**src/rtl/gpint_pkg.sv**
```systemverilog
package gpint_pkg;

  localparam int unsigned CODE_W = 3;

  typedef enum logic [2:0] {
    TRIG_LVL_LO = 3'd0,
    TRIG_LVL_HI = 3'd1,
    TRIG_RISE   = 3'd2,
    TRIG_FALL   = 3'd3,
    TRIG_BOTH   = 3'd4
  } trig_e;

  // code = {both, edge, polarity}
  function automatic trig_e decode_trig(input logic [CODE_W-1:0] code);
    trig_e m;
    if (!code[1])      m = code[0] ? TRIG_LVL_HI : TRIG_LVL_LO;
    else if (code[2])  m = TRIG_BOTH;
    else               m = code[0] ? TRIG_RISE : TRIG_FALL;
    return m;
  endfunction

endpackage

```
**src/rtl/gpint_pin_cell.sv**
```systemverilog
module gpint_pin_cell
  import gpint_pkg::*;
(
  input  logic              clk,
  input  logic              rst_n,
  input  logic              pin_i,
  input  logic [CODE_W-1:0] code_i,
  input  logic              clr_i,
  output logic              status_o
);

  trig_e mode;
  logic  prev_q, prev_d;
  logic  stat_q, stat_d, stat_en;
  logic  hit;

  assign mode = decode_trig(code_i);

  always_comb begin
    case (mode)
      TRIG_RISE:   hit = pin_i & ~prev_q;
      TRIG_FALL:   hit = ~pin_i & prev_q;
      TRIG_BOTH:   hit = pin_i ^ prev_q;
      TRIG_LVL_HI: hit = pin_i;
      default:     hit = ~pin_i;
    endcase
  end

  always_comb begin
    prev_d  = pin_i;
    stat_en = hit | clr_i;
    stat_d  = hit;
  end

  always_ff @(posedge clk or negedge rst_n) begin
    if (!rst_n) begin
      prev_q <= 1'b0;
      stat_q <= 1'b0;
    end else begin
      prev_q <= prev_d;
      if (stat_en) stat_q <= stat_d;
    end
  end

  assign status_o = stat_q;

  AST_HOLD_UNCLEARED: assert property (@(posedge clk) disable iff (!rst_n)
    (stat_q && !clr_i) |=> stat_q);
  AST_CLEAR_TAKES: assert property (@(posedge clk) disable iff (!rst_n)
    (clr_i && !hit) |=> !stat_q);
  AST_EVENT_NOT_LOST: assert property (@(posedge clk) disable iff (!rst_n)
    (clr_i && hit) |=> stat_q);
  AST_RISE_SETS: assert property (@(posedge clk) disable iff (!rst_n)
    (code_i == 3'b011 && pin_i && !prev_q) |=> stat_q);
  AST_LEVEL_HOLDS: assert property (@(posedge clk) disable iff (!rst_n)
    (code_i[1:0] == 2'b01 && pin_i) |=> stat_q);
  AST_QUIET_STAYS: assert property (@(posedge clk) disable iff (!rst_n)
    (!stat_q && !hit) |=> !stat_q);

endmodule

```
**src/rtl/gpint_port.sv**
```systemverilog
module gpint_port
  import gpint_pkg::*;
#(
  parameter int unsigned PINS = 8
) (
  input  logic                   clk,
  input  logic                   rst_n,
  input  logic [PINS-1:0]        pin_i,
  input  logic [CODE_W*PINS-1:0] cfg_i,
  input  logic [PINS-1:0]        en_i,
  input  logic [PINS-1:0]        clr_i,
  output logic [PINS-1:0]        status_o,
  output logic                   pend_o
);

  localparam int unsigned EDGE_LANE = PINS;
  localparam int unsigned BOTH_LANE = 2 * PINS;

  for (genvar b = 0; b < PINS; b++) begin : g_pin
    logic [CODE_W-1:0] code;
    assign code = {cfg_i[BOTH_LANE+b], cfg_i[EDGE_LANE+b], cfg_i[b]};

    gpint_pin_cell u_cell (
      .clk      (clk),
      .rst_n    (rst_n),
      .pin_i    (pin_i[b]),
      .code_i   (code),
      .clr_i    (clr_i[b]),
      .status_o (status_o[b])
    );
  end

  assign pend_o = |(status_o & en_i);

endmodule

```
**src/rtl/gpint_irq_merge.sv**
```systemverilog
module gpint_irq_merge #(
  parameter int unsigned PORTS = 4
) (
  input  logic             clk,
  input  logic             rst_n,
  input  logic [PORTS-1:0] pend_i,
  output logic             irq_o
);

  logic irq_q, irq_d;

  always_comb irq_d = |pend_i;

  always_ff @(posedge clk or negedge rst_n) begin
    if (!rst_n) irq_q <= 1'b0;
    else        irq_q <= irq_d;
  end

  assign irq_o = irq_q;

  AST_IRQ_RAISE: assert property (@(posedge clk) disable iff (!rst_n)
    (|pend_i) |=> irq_o);
  AST_IRQ_DROP: assert property (@(posedge clk) disable iff (!rst_n)
    (pend_i == '0) |=> !irq_o);

endmodule

```
**src/rtl/gpint_bank.sv**
```systemverilog
module gpint_bank
  import gpint_pkg::*;
#(
  parameter int unsigned PORTS = 4,
  parameter int unsigned PINS  = 8
) (
  input  logic                         clk,
  input  logic                         rst_n,
  input  logic [PORTS*PINS-1:0]        pin_i,
  input  logic [PORTS*CODE_W*PINS-1:0] lvl_cfg_i,
  input  logic [PORTS*PINS-1:0]        en_i,
  input  logic [PORTS*PINS-1:0]        clr_i,
  output logic [PORTS*PINS-1:0]        status_o,
  output logic                         bank_irq_o
);

  localparam int unsigned WORD_W = CODE_W * PINS;

  logic [PORTS-1:0] pend;

  for (genvar p = 0; p < PORTS; p++) begin : g_port
    gpint_port #(.PINS(PINS)) u_port (
      .clk      (clk),
      .rst_n    (rst_n),
      .pin_i    (pin_i[p*PINS +: PINS]),
      .cfg_i    (lvl_cfg_i[p*WORD_W +: WORD_W]),
      .en_i     (en_i[p*PINS +: PINS]),
      .clr_i    (clr_i[p*PINS +: PINS]),
      .status_o (status_o[p*PINS +: PINS]),
      .pend_o   (pend[p])
    );
  end

  gpint_irq_merge #(.PORTS(PORTS)) u_merge (
    .clk    (clk),
    .rst_n  (rst_n),
    .pend_i (pend),
    .irq_o  (bank_irq_o)
  );

  AST_DISABLED_SILENT: assert property (@(posedge clk) disable iff (!rst_n)
    (en_i == '0) |=> !bank_irq_o);

endmodule

```
**config.mk**
```make
export PLATFORM = sky130hd
export DESIGN_NAME = gpint_bank
export DESIGN_NICKNAME = d
export VERILOG_FILES = /design/src/rtl/gpint_pkg.sv /design/src/rtl/gpint_pin_cell.sv /design/src/rtl/gpint_port.sv /design/src/rtl/gpint_irq_merge.sv /design/src/rtl/gpint_bank.sv
export SDC_FILE = /design/constraint.sdc
export NUM_CORES = 1
export LEC_CHECK = 0
export ABC_CLOCK_PERIOD_IN_PS = 1250
export CORE_ASPECT_RATIO = 1.75
export CORE_MARGIN = 3
export CORE_UTILIZATION = 30
export CTS_BUF_LIST = sky130_fd_sc_hd__clkbuf_8
export CTS_CLUSTER_SIZE = 16
export DETAILED_ROUTE_END_ITERATION = 7
export HOLD_SLACK_MARGIN = 0.1
export PLACE_DENSITY = 0.66
export RECOVER_POWER = 100
export SKIP_LAST_GASP = 1
export SYNTH_ARGS = -nofsm -noshare
export SYNTH_HDL_FRONTEND = slang
export SYNTH_SLANG_ARGS = --single-unit
```
**constraint.sdc**
```tcl
create_clock -name clk -period 1.25 [get_ports clk]
set_input_delay 0.3125 -clock clk [delete_from_list [all_inputs] [get_ports clk]]
set_output_delay 0.3125 -clock clk [all_outputs]
set_load 0.1 [all_outputs]
```
After elaboration in Yosys (flattened, before gate mapping). Cells that the tools add are included.

Word-level logic and storage cells: 550. Memory bits (writable): 0. Memories kept: 0. Flip-flop bits (word level): 65. Bits of input ports: 194. Memory bits (read-only): 0. Bits in latches: 0.

Equality and inequality tests: 128. Bitwise gates (word level): 196. Order comparisons: 0. Reductions and logical operators: 1. Div/mod/pow operators: 0. Add/sub/neg operators: 0. Shift operators: 0. Multiplexer cells: 160. Multiply operators: 0.

Operators by type and width (count): $eq 3x2->1 const B (64); $mux 3 (64); $pmux 1 s4 (32); $eq 3x1->1 const B (32); $eq 3x3->1 const B (32); $and 1x1->1 (64); $mux 1 (64); $not 1->1 (64); $and 8x8->8 (4); $or 1x1->1 (32); $reduce_or 32->1 (1); $xor 1x1->1 (32).

Depth between registers and ports, before layout.
Word-level depth: 6. Depth in mapped cells: 5. Mapped depth without buffers: 5.

By module. From an unflattened synthesis, not the netlist that was laid out.

Cells, all modules: 406. Area, all modules: 4942.2 um^2.

By module, submodules not included: gpint_pin_cell (instances 32, area an instance 148.9 um^2, cells an instance 12); gpint_port (instances 4, area an instance 36.3 um^2, cells an instance 5); gpint_irq_merge (instances 1, area an instance 32.5 um^2, cells an instance 2).

Worst setup path after synthesis. OpenSTA, ideal clock, no wires.

Path type: register to register. From: reg g_port[1].u_port.g_pin[0].u_cell.stat_q. To: reg u_merge.irq_q, in the netlist u_merge.irq_o. Stages on the path, launching flop included: 4. Data arrival time: 1.130 ns. Path buffers: 0. Path slack: -0.019 ns. Clock period less this slack: 1.269 ns. Data required time: 1.112 ns. Library setup time: 0.138 ns. Path through: dfrtp_1 > a22oi_1 > nand4_1 > or4_1.

Cells in the longest elaborated chain, start to end: 2.

Ends and longest elaborated chain: start, declared (line gpint_pin_cell.sv:14) `logic stat_q, stat_d, stat_en;`; start signal, assigned (line gpint_pin_cell.sv:41) `if (stat_en) stat_q <= stat_d;`; $and 8x8->8 (line gpint_port.sv:33) `assign pend_o = |(status_o & en_i);`; $reduce_or 32->1 (line gpint_irq_merge.sv:12) `always_comb irq_d = |pend_i;`; net u_merge.irq_d (line gpint_irq_merge.sv:10) `logic irq_q, irq_d;`; end signal, assigned (line gpint_irq_merge.sv:16) `else irq_q <= irq_d;`; end, declared (line gpint_irq_merge.sv:10).

The timed path passes the listed nets, and every way through them passes these cells. A chain may end at the register's enable or synchronous reset.

Worst setup path in the final report.
From: in en_i[2]. To: reg u_merge.irq_q, in the netlist u_merge.irq_o.

Cells in the longest elaborated chain, start to end: 2.

Ends and longest elaborated chain: start, declared (line gpint_bank.sv:11) `input logic [PORTS*PINS-1:0] en_i,`; $and 8x8->8 (line gpint_port.sv:33); $reduce_or 32->1 (line gpint_irq_merge.sv:12); net u_merge.irq_d (line gpint_irq_merge.sv:10).

The timed path passes the listed nets, and every way through them passes these cells.

==> results.json <==
{
  "fin_crit_sh_pct": 119,
  "pwr_density_cell_nw_per_um2": 948,
  "postRouteAntennaNets": 0,
  "dp_hpwl_um": 12500,
  "cts-root-buf": "clkbuf_8",
  "numCtsBuffers": 9,
  "violations": "setup timing",
  "end_kind": "register",
  "synthToLayoutAreaGrowth_pct": 82.1,
  "fmax_mhz": 671,
  "slew_headroom_pct": 56.4,
  "synth_fa_ha_area_share_pct": 17.9,
  "grt_max_degree": 42,
  "drt-initial-drc-count": 75,
  "critPathLaunchType": "input port",
  "core_area_um2": 14500,
  "period_needed_ps": 1490,
  "vias": 4321,
  "clk_pin_slew_ps": 80,
  "die_h_um": 168,
  "instances_no_fill": 921,
  "cp.required_ps": 1460,
  "setup_viol": 49,
  "cts_sinks": 65,
  "synth_top_family_by_area": "adder cells",
  "pin_count": 227,
  "drt-total-wl_um": 15200,
  "place_ws_ps": -671,
  "clock-skew-final_ps": 9.06,
  "viasPerCell": 4.69,
  "cts_tree": "done",
  "gp_congestion": 0.817,
  "drive_above_1_share_pct": 28.5,
  "crit_type": "input port to register",
  "wire_per_inst_um": 16.5,
  "p_leak_nw": 3.91,
  "fillers": 1307,
  "synth-simple-area-share_pct": 3.41,
  "synth_xor_area_share_pct": 6.27,
  "p_total_mw": 7.72,
  "final_nets": 990,
  "start_util_pct": 30.8,
  "hold_viol_final": 0,
  "grt_pass1_vias": 4917,
  "grt_pass1_wl_um": 23300,
  "synth_nets": 696,
  "final_core_util_pct": 56.1,
  "cts_buffer_depth": 2,
  "hold_path_class": "input port to register",
  "critPathMaxFanout": 1,
  "track_usage_pct": 18.1,
  "fin_setup_tns_ps": -3820,
  "firstDrtPassIters": 4,
  "seq_area_frac_synth_pct": 36.4,
  "synth-compound-area-share_pct": 14.5,
  "clock_latency_ps": 340,
  "synth-seq-cells": 65,
  "io_buffers": 226,
  "worst_slack_ps": -241,
  "grt_setup_unrepaired": "yes",
  "seqCellArea_um2": 1630,
  "rows": 58,
  "synth_mux_area_share_pct": 8.06,
  "synthCells": 438,
  "htreeDepth": 3,
  "worst_ep_arrival_time_ps": 1710,
  "yosysUniqueCellTypes": 13,
  "ys_warn_count": 0,
  "grt.overflow.total": 0,
  "irDropWorstVdd_mv": 0.500,
  "syn_avg_cell_area_um2": 10.2,
  "synth_area_um2": 4470,
  "die_x_um": 98.3,
  "drv_cap": 0,
  "antenna_found_initial": 6,
  "multi_input_comb_area_um2": 2460,
  "dp.cells": 896,
  "worst_pin_slew_ps": 655,
  "die_area_um2": 16500,
  "drc": 0,
  "slew_violations": 0,
  "outcome": "finished, violations left"
}
-- cells in the final DEF, fill, tap and decap left out, types with 9 or more instances in the layout --
cell,n
clkdlybuf4s50_1,160
inv_1,98
dfrtp_1,64
ha_2,42
buf_4,39
buf_12,33
xor2_1,32
nand2_1,32
o211ai_1,32
o221ai_1,32
dlygate4sd2_1,32
buf_6,31
ha_1,21
mux2_4,20
mux2_2,12
a22oi_1,9
clkbuf_8,9
clkbuf_1,9
clkbuf_4,9
-- cell usage after synthesis --
master	instances	area (um2)
xor2_1	32	280
ha_1	64	801
or4_1	1	7.51
mux2_2	32	360
a22oi_2	2	25.0
buf_4	32	240
nand2_1	32	120
a22oi_1	14	105
o211ai_1	32	240
nand4_1	4	25.0
inv_1	96	360
dfrtp_1	65	1630
o221ai_1	32	280
-- report_power, final --
| part | switching, mW | internal, mW | total (mW) |
|---|---|---|---|
| sequential | 0.158 | 2.30 | 2.46 |
| clock | 0.862 | 0.686 | 1.55 |
| combinational | 1.90 | 1.81 | 3.71 |
| total | 2.92 | 4.80 | 7.72 |
-- worst paths after layout --
kind,slack (ps),cells past startpoint,to,start
max in group asynchronous,120,3,g_port[3].u_port.g_pin[0].u_cell.status_o$_DFFE_PN0P_,rst_n
setup / recovery,-240,4,u_merge.irq_o$_DFF_PN0_,en_i[2]
min in group asynchronous,660,3,g_port[0].u_port.g_pin[5].u_cell.status_o$_DFFE_PN0P_,rst_n
setup reg to reg,-240,3,u_merge.irq_o$_DFF_PN0_,g_port[0].u_port.g_pin[0].u_cell.status_o$_DFFE_PN0P_
hold / removal,280,1,g_port[3].u_port.g_pin[6].u_cell.prev_q$_DFF_PN0_,pin_i[30]
hold reg to reg,650,2,g_port[3].u_port.g_pin[0].u_cell.status_o$_DFFE_PN0P_,g_port[3].u_port.g_pin[0].u_cell.status_o$_DFFE_PN0P_
-- kinds of logic (layout without fill, tap and decap cells) --
logic type,Yosys count,count (layout)
flops,65,65
other cells,0,4
compound gates,80,80
fa+ha+maj,64,64
xor+xnor,32,32
buf+inv,128,427
simple gates,37,37
mux,32,32
-- routing by layer --
metal	routed length, um	track usage, %
met1	4730	16.0
met2	9190	36.5
met3	654	3.42
met4	575	9.87
met5	27	0
-- critical path: stages --
cell and delay (ps):
clkdlybuf4s50_1 420, a22oi_2 190, nand4_1 210, or4_1 560
-- area by class of cell --
type / instances / area share (%)
antenna: 4 / 0.123
clock inverter: 7 / 0.384
multi-input combinational: 245 / 30.2
tap: 180 / 2.77
sequential: 65 / 20.0
timing repair buffer: 315 / 40.5
inverter: 96 / 4.43
clock buffer: 9 / 1.52
-- repair_timing --
| item | in CTS | in global routing |
|---|---|---|
| endpoints found under the hold margin | 65 | 0 |
| hold buffers | 1 | 0 |
| endpoints found under the setup margin | 66 | 66 |
| buffers inserted | 3 | 7 |
| resized for setup | 85 | 54 |
| pin swaps | 9 | 27 |
-- through the flow --
stage | area [um2] | hold slack (ps)
finish | 8140 | 282
global placement | 7690 | 326
global route | 8140 | 276
floorplan | 4470 | 16.9
CTS | 8010 | 254
detailed placement | 7690 | 324
-- sequential cells by signal, summed over array words and instances (netlist names) --
signal / flops
g_port.u_port.g_pin.u_cell.prev_q: 32
g_port.u_port.g_pin.u_cell.status_o: 32
u_merge.irq_o: 1
No activity file was read; power rests on OpenSTA's default activity.
